File: src/rtl/nvsram_xfer_ctrl.sv
module nvsram_xfer_ctrl #(
  parameter int ERASE_CYC   = 16,
  parameter int PROG_CYC    = 32,
  parameter int RESTORE_CYC = 24
) (
  input  logic clk,
  input  logic rst_n,
  input  logic pwr_low,
  input  logic hw_store_n,
  input  logic sw_store,
  input  logic sw_recall,
  input  logic sram_wr_done,
  output logic busy,
  output logic port_off,
  output logic nv_erase,
  output logic nv_prog,
  output logic nv_restore
);
  localparam int MAXC = (ERASE_CYC > PROG_CYC) ?
                        ((ERASE_CYC > RESTORE_CYC) ? ERASE_CYC : RESTORE_CYC) :
                        ((PROG_CYC > RESTORE_CYC) ? PROG_CYC : RESTORE_CYC);
  localparam int CW = $clog2(MAXC + 1);

  typedef enum logic [1:0] {S_IDLE, S_ERASE, S_PROG, S_REST} st_t;

  st_t st;
  logic [CW-1:0] cnt;
  logic dirty, rc_pend;

  wire idle        = (st == S_IDLE);
  wire last        = (cnt == '0);
  wire want_store  = sw_store | (dirty & (pwr_low | ~hw_store_n));
  wire want_recall = ~pwr_low & (sw_recall | rc_pend);

  assign nv_erase   = (st == S_ERASE);
  assign nv_prog    = (st == S_PROG);
  assign nv_restore = (st == S_REST);
  assign busy       = ~idle;
  assign port_off   = busy | pwr_low | ~hw_store_n;

  always_ff @(posedge clk or negedge rst_n) begin
    if (!rst_n) begin
      st      <= S_REST;
      cnt     <= CW'(RESTORE_CYC - 1);
      dirty   <= 1'b0;
      rc_pend <= 1'b0;
    end else begin
      if (sw_recall && pwr_low) rc_pend <= 1'b1;
      if (sram_wr_done && !port_off) dirty <= 1'b1;
      case (st)
        S_IDLE:
          if (want_store) begin
            st  <= S_ERASE;
            cnt <= CW'(ERASE_CYC - 1);
          end else if (want_recall) begin
            st      <= S_REST;
            cnt     <= CW'(RESTORE_CYC - 1);
            rc_pend <= 1'b0;
          end
        S_ERASE:
          if (last) begin
            st  <= S_PROG;
            cnt <= CW'(PROG_CYC - 1);
          end else cnt <= cnt - 1'b1;
        S_PROG:
          if (last) begin
            st    <= S_IDLE;
            dirty <= 1'b0;
          end else cnt <= cnt - 1'b1;
        default:
          if (last) st <= S_IDLE;
          else cnt <= cnt - 1'b1;
      endcase
    end
  end

  AST_PROG_AFTER_ERASE: assert property (@(posedge clk) disable iff (!rst_n)
    $rose(nv_prog) |-> $past(nv_erase));
  AST_CLEAN_NO_STORE: assert property (@(posedge clk) disable iff (!rst_n)
    (idle && !dirty && !sw_store) |=> !nv_erase);
  AST_SW_STORE_RUNS: assert property (@(posedge clk) disable iff (!rst_n)
    (idle && sw_store) |=> nv_erase);
  AST_STORE_CLEARS_FLAG: assert property (@(posedge clk) disable iff (!rst_n)
    $fell(nv_prog) |-> !dirty);
  AST_LOW_NO_RESTORE: assert property (@(posedge clk) disable iff (!rst_n)
    (idle && pwr_low) |=> !nv_restore);
  AST_STORE_WINS: assert property (@(posedge clk) disable iff (!rst_n)
    (idle && sw_store && sw_recall) |=> (nv_erase && !nv_restore));
endmodule

File: config.mk
export PLATFORM = sky130hd
export DESIGN_NAME = nvsram_xfer_ctrl
export DESIGN_NICKNAME = d
export VERILOG_FILES = /design/src/rtl/nvsram_xfer_ctrl.sv
export SDC_FILE = /design/constraint.sdc
export NUM_CORES = 1
export LEC_CHECK = 0
export ABC_AREA = 0
export BUFFER_PORTS_ARGS = -buffer_cell sky130_fd_sc_hd__buf_2
export CAP_MARGIN = 20
export CORE_AREA = 2 2 39 41
export CTS_BUF_LIST = sky130_fd_sc_hd__clkbuf_2 sky130_fd_sc_hd__clkbuf_4 sky130_fd_sc_hd__clkbuf_8
export CTS_CLUSTER_SIZE = 40
export DETAILED_ROUTE_END_ITERATION = 8
export DIE_AREA = 0 0 41 43
export PLACE_DENSITY = 0.72
export SKIP_LAST_GASP = 1
export SLEW_MARGIN = 20
export SYNTH_ARGS = -nofsm -noshare
export SYNTH_HDL_FRONTEND = slang
export SYNTH_SLANG_ARGS = --single-unit
File: constraint.sdc
create_clock -name clk -period 3.3 [get_ports clk]
set_input_delay 0.99 -clock clk [delete_from_list [all_inputs] [get_ports clk]]
set_output_delay 0.99 -clock clk [all_outputs]
set_load 0.01 [all_outputs]
==> out/qor.yml, run 1 <==
min_path:
  hold_path_class: "flop to flop"
route:
  ant_nets: 0
  viasPerCell: 5.86
  drt-total-wl_mm: 1.41
  drt_pass1_iterations: 4
  wl_per_cell_microns: 14.7
  vias: 563
  drt-initial-drc-count: 5
  drc: 0
finish:
  area_growth_pct: 15.4
  layout_commonest_cell: "buf_2"
  layout.nets: 89
  drive_gt1_share_pct: 38.8
  nFillCells: 136
  diodes: 0
  final_cell_area_sq_um: 752
  final_cell_mix: "11 x buf_2, 6 x dfstp_2"
setup_path:
  worstSetupStartpointType: "input pin"
  path_cells: "buf_2 -> nor2b_1 -> nand2_1 -> buf_2"
  critical_path_cell_count: 4
  cp-startpoint: "pwr_low"
  endpoint_kind: "output port"
  worstReg2RegStart: "cnt[0]"
  critical_path.max_fanout: 5
  r2r_slack_ns: 1.51
  criticalPathCategory: "input pin to output port"
  slowest_delay_ns: 0.14
  slowest_stage: "nor2b_1"
  cp_top_family: "buffers and inverters"
  r2r_cells: 6
  endpoint: "port_off"
  path_buf_inv: 2
  path_common_cell: "buf_2"
  cp.arrival_ns: 1.44
  r2r-end: "cnt[3]"
  crit_required_ns: 2.31
power_and_ir_drop:
  combPwrFrac_pct: 41.4
  clockPowerShare_pct: 16.9
  p_int_mw: 0.401
  seqPwrFrac_pct: 41.7
  p_per_area_nw_per_um2: 886
  switching_power_mw: 0.266
  p_sw_share_pct: 39.8
  p_leak_nw: 0.313
  ir_drop_mv: 0.488
sta:
  final-setup-viol-count: 0
  clock.fmax_mhz: 411
  period_minus_slack_ns: 2.43
  fin_crit_sh_pct: 73.8
  drv_slew: 0
  finalSetupTns_ns: 0
  relSlewSlack_pct: 67.8
  finalHoldViolations: 0
  skew_ns: 0.00510
  worstMarginPinSlew_ns: 0.478
  rsz0062_at_grt: "false"
yosys:
  synth_top_area_share_pct: 24.2
  syn_nets: 74
  post_synth_inst_count: 66
  syn_area_sq_um: 652
  syn_avg_cell_area_sq_um: 9.88
  yosysSeqAreaShare_pct: 39.5
  ys_warn_count: 0
  ys_types: 35
  synth_top_area_cell: "dfstp_2"
  yosys-top-cells-area: "dfstp_2 24%, dfrtp_1 15%, a2111oi_4 4.2%, a21oi_1 3.8%, o21ai_0 3.8%"
  synth-seq-cells: 10
cts:
  clkSinkCount: 10
  root_buffer: "clkbuf_4"
  clockBufferDepth: 2
  cts_resized: 0
  post_cts_buffers: 0
  cts_tree: "yes"
  cts_buffers: 3
  cts_max_level: 1
  worst_skew_pair.late_latency_ns: 0.27
  hold_buffers: 0
  clk_pin_slew_ns: 0.07
floorplanning:
  dieArea_sq_um: 1760
  die_x_microns: 41
  initial_core_util_pct: 47.1
  die_h_microns: 43
  rows: 14
  core_area_sq_um: 1380
  io_pins: 12
global_routing:
  grt_usage_pct: 19.5
  grt_overflow: 0
  grt_max_degree: 11
  antenna_found_initial: 0
  grt_pass1_vias: 570
  grt_pass1_wl_mm: 2.38
outcome:
  run_status: "completed"
job:
  drv_cap: 0
placed_design:
  placed_area_sq_um: 716
  hpwl_mm: 1.09
  portBuffers: 11
  place.gp.congestion: 0.757
how the worst min path moves through the flow:
stage          startpoint     end  slack (ns)  cells past startpoint
3_3_place_gp       cnt[2]  cnt[2]        0.50                      2
4_1_cts            cnt[5]  cnt[5]        0.52                      1
5_1_grt            cnt[5]  cnt[5]        0.57                      1
2_1_floorplan      cnt[2]  cnt[2]        0.48                      2
3_5_place_dp       cnt[5]  cnt[5]        0.51                      1
6_report           cnt[5]  cnt[5]        0.52                      1
worst reg2reg max path: cells and delay by family (launching register included):
family                     cells  cell delay [ns]
AOI/OAI and AO/OA              2             0.41
and+or+nand+nor                2             0.60
DFF                            1             0.37
buffers and inverters          1             0.09
adders and majority gates      1             0.22
per-stage QoR:
step                total power, mW  cells  hold slack [ns]  utilization (%)  setup WS, ns
global placement              0.540     92            0.503             51.7         0.873
global route                  0.725     96            0.567             54.3         0.812
floorplan                     0.487     66            0.485                -          1.08
finish                        0.667     96            0.523             54.3         0.865
detailed placement            0.554     92            0.513             51.7         0.867
CTS                           0.668     96            0.524             54.3         0.864
cells in the mapped netlist:
cell type and instances:
dfstp_2 6, nand2b_1 1, dfrtp_1 4, nor3_2 1
nor3b_1 1, nor2b_1 2, nand3_1 2, nor4_1 1
nor2_1 5, nor2_8 1, inv_4 1, a21oi_1 5
a2111oi_4 1, ha_1 1, nand2_1 3, and2b_2 1
buf_6 1, or3b_1 1, o221ai_1 1, o21ba_2 1
o22ai_1 2, a21o_1 1, inv_1 5, a31oi_1 2
o21a_1 1, o41ai_1 1, o21ai_0 5, a221o_1 1
nor3_1 2, and2_2 1, a22o_2 1, o2bb2ai_1 1
mux2i_1 1, a211o_4 1, or2_2 1
routing by layer:
metal	vias up	part of all wire, %	wire length [microns]	GRT usage, %
met4	0	1.8	25	6.00
met1	267	46	647	24.4
met2	14	49	686	31.6
met3	5	3.9	55	4.71
li1	277	-	-	-
met5	-	0	0	0
sequential cells by signal, summed over array words and instances, names as in the netlist:
name / flops
cnt: 6
st: 2
dirty: 1
rc_pend: 1
area by class of cell:
cell class,instances,area (sq um),area share [%]
multi-input combinational,49,358,47.6
sequential,10,258,34.3
timing repair buffer,11,55.1,7.32
clock buffer,4,36.3,4.83
inverter,6,25.0,3.33
tap,16,20.0,2.66
logic make-up after synthesis:
family | synth area share, %
simple gates | 22.1
fa+ha+maj | 1.92
mux | 1.54
flops | 39.5
buf+inv | 5.57
compound gates | 29.4
power groups by stage:
stage	Clock [mW]	Combinational, mW	Sequential, mW
6_report	0.113	0.276	0.278
3_5_place_dp	0	0.275	0.278
5_1_grt	0.120	0.317	0.288
4_1_cts	0.114	0.278	0.277
2_1_floorplan	0	0.239	0.248
3_3_place_gp	0	0.264	0.275
Note: power is estimated with default switching activity, not from simulation.
==> run 2: changes to the inputs <==
--- a/config.mk
+++ b/config.mk
@@ -8,12 +8,12 @@
 export ABC_AREA = 0
 export BUFFER_PORTS_ARGS = -buffer_cell sky130_fd_sc_hd__buf_2
 export CAP_MARGIN = 20
-export CORE_AREA = 2 2 39 41
+export CORE_MARGIN = 2
+export CORE_UTILIZATION = 50
 export CTS_BUF_LIST = sky130_fd_sc_hd__clkbuf_2 sky130_fd_sc_hd__clkbuf_4 sky130_fd_sc_hd__clkbuf_8
 export CTS_CLUSTER_SIZE = 40
 export DETAILED_ROUTE_END_ITERATION = 8
-export DIE_AREA = 0 0 41 43
-export PLACE_DENSITY = 0.72
+export PLACE_DENSITY = 0.76
 export SKIP_LAST_GASP = 1
 export SLEW_MARGIN = 20
 export SYNTH_ARGS = -nofsm -noshare
==> constraint.sdc (replaced) <==
create_clock -name clk -period 2.1 [get_ports clk]
set_input_delay 0.63 -clock clk [delete_from_list [all_inputs] [get_ports clk]]
set_output_delay 0.63 -clock clk [all_outputs]
set_load 0.01 [all_outputs]
==> out/qor.yml, run 2 (synthesis results as in run 1) <==
route:
  drt-total-wl_mm: 1.34
  drt_pass1_iterations: 4
  wl_met2_microns: 643
  wl_per_cell_microns: 14.1
  drt-initial-drc-count: 10
  viasPerCell: 5.88
  ant_nets: 0
  highest_layer: "met4"
  vias: 559
  drc: 0
  dr_wl_met3_microns: 100
  m1WireLength_microns: 576
setup_path:
  r2r_cells: 6
  worstSetupStartpointType: "flop"
  critical_path.max_fanout: 5
  slowest_delay_ns: 0.61
  cp.arrival_ns: 1.29
  path_cells: "inv_1 -> nor2_1 -> buf_2"
  crit_required_ns: 1.47
  r2r_slack_ns: 0.22
  criticalPathCategory: "flop to output port"
  endpoint_kind: "output port"
  slowest_stage: "dfstp_2"
floorplanning:
  die_h_microns: 40.1
  initial_core_util_pct: 52.0
  core_area_sq_um: 1250
  io_pins: 12
  rows: 13
  dieArea_sq_um: 1610
  die_x_microns: 40.1
global_routing:
  grt_max_degree: 11
  grt_pass1_vias: 464
  grt_pass1_wl_mm: 1.97
  grt_overflow: 0
  antenna_found_initial: 0
  grt_usage_pct: 19.3
sta:
  skew_ns: 0.00202
  worstMarginPinSlew_ns: 0.531
  rsz0062_at_grt: "false"
  period_minus_slack_ns: 1.92
  final-setup-viol-count: 0
  fin_crit_sh_pct: 91.6
  relSlewSlack_pct: 64.5
  clock.fmax_mhz: 520
  finalHoldViolations: 0
  drv_slew: 0
  finalSetupTns_ns: 0
cts:
  worst_skew_pair.late_latency_ns: 0.27
  cts_max_level: 1
  hold_buffers: 0
  cts_resized: 0
  clockBufferDepth: 2
  root_buffer: "clkbuf_4"
  cts_buffers: 3
  clkSinkCount: 10
  post_cts_buffers: 0
  clk_pin_slew_ns: 0.07
  cts_tree: "yes"
finish:
  nFillCells: 113
  area_growth_pct: 15.2
  diodes: 0
  fin_util_pct: 59.9
  final_cell_mix: "11 x buf_2, 6 x dfstp_2"
  reg_top3: "cnt (6), st (2)"
  layout_commonest_cell: "buf_2"
  layout.nets: 89
  top_register: "cnt"
  drive_gt1_share_pct: 38.8
  largest_reg_flops: 6
job:
  drv_cap: 0
power_and_ir_drop:
  p_per_area_nw_per_um2: 1390
  p_leak_nw: 0.313
  ir_drop_mv: 0.695
placed_design:
  hpwl_mm: 1.05
  place.gp.congestion: 0.883
  portBuffers: 11
outcome:
  run_status: "completed"
min_path:
  hold_path_class: "input pin to asynchronous set/reset pin"
run 2: final timing paths:
check	to	from
max in group asynchronous	cnt[1]	rst_n
min reg2reg	cnt[2]	cnt[2]
max reg2reg	cnt[3]	cnt[0]
min	cnt[3]	rst_n
min in group clk	cnt[2]	cnt[2]
max	nv_erase	st[0]
run 2: per-layer routing:
| metal | vias to the layer above | GRT usage, % |
|---|---|---|
| met5 | - | 0 |
| met1 | 259 | 24.2 |
| li1 | 274 | - |
| met2 | 22 | 31.0 |
| met3 | 4 | 3.33 |
| met4 | 0 | 10.3 |
run 2: cell type report:
cell class	instances	area [sq um]	share of cell area (%)
tap	15	18.8	2.50
multi-input combinational	49	358	47.7
clock buffer	4	36.3	4.83
sequential	10	258	34.3
inverter	6	25.0	3.33
timing repair buffer	11	55.1	7.33
run 2: through the flow:
stage	area [sq um]	setup slack [ns]	instances	hold slack (ns)	total power, mW
2_1_floorplan	652	0.516	66	0.334	0.765
3_3_place_gp	714	0.324	91	0.502	0.856
3_5_place_dp	714	0.291	91	0.502	0.867
4_1_cts	751	0.188	95	0.211	1.05
5_1_grt	751	0.113	95	0.220	1.12
6_report	751	0.177	95	0.203	1.04
run 2: report_power, final:
part | switching, mW | total (mW) | internal, mW
clock network | 0.0758 | 0.181 | 0.105
registers | 0.121 | 0.440 | 0.319
logic | 0.217 | 0.422 | 0.205
run 2: critical path, delay by kind of cell (launching register included):
family                 cells  cell delay, ns
AND/OR/NAND/NOR            1            0.15
buffers and inverters      2            0.26
flip-flops                 1            0.61
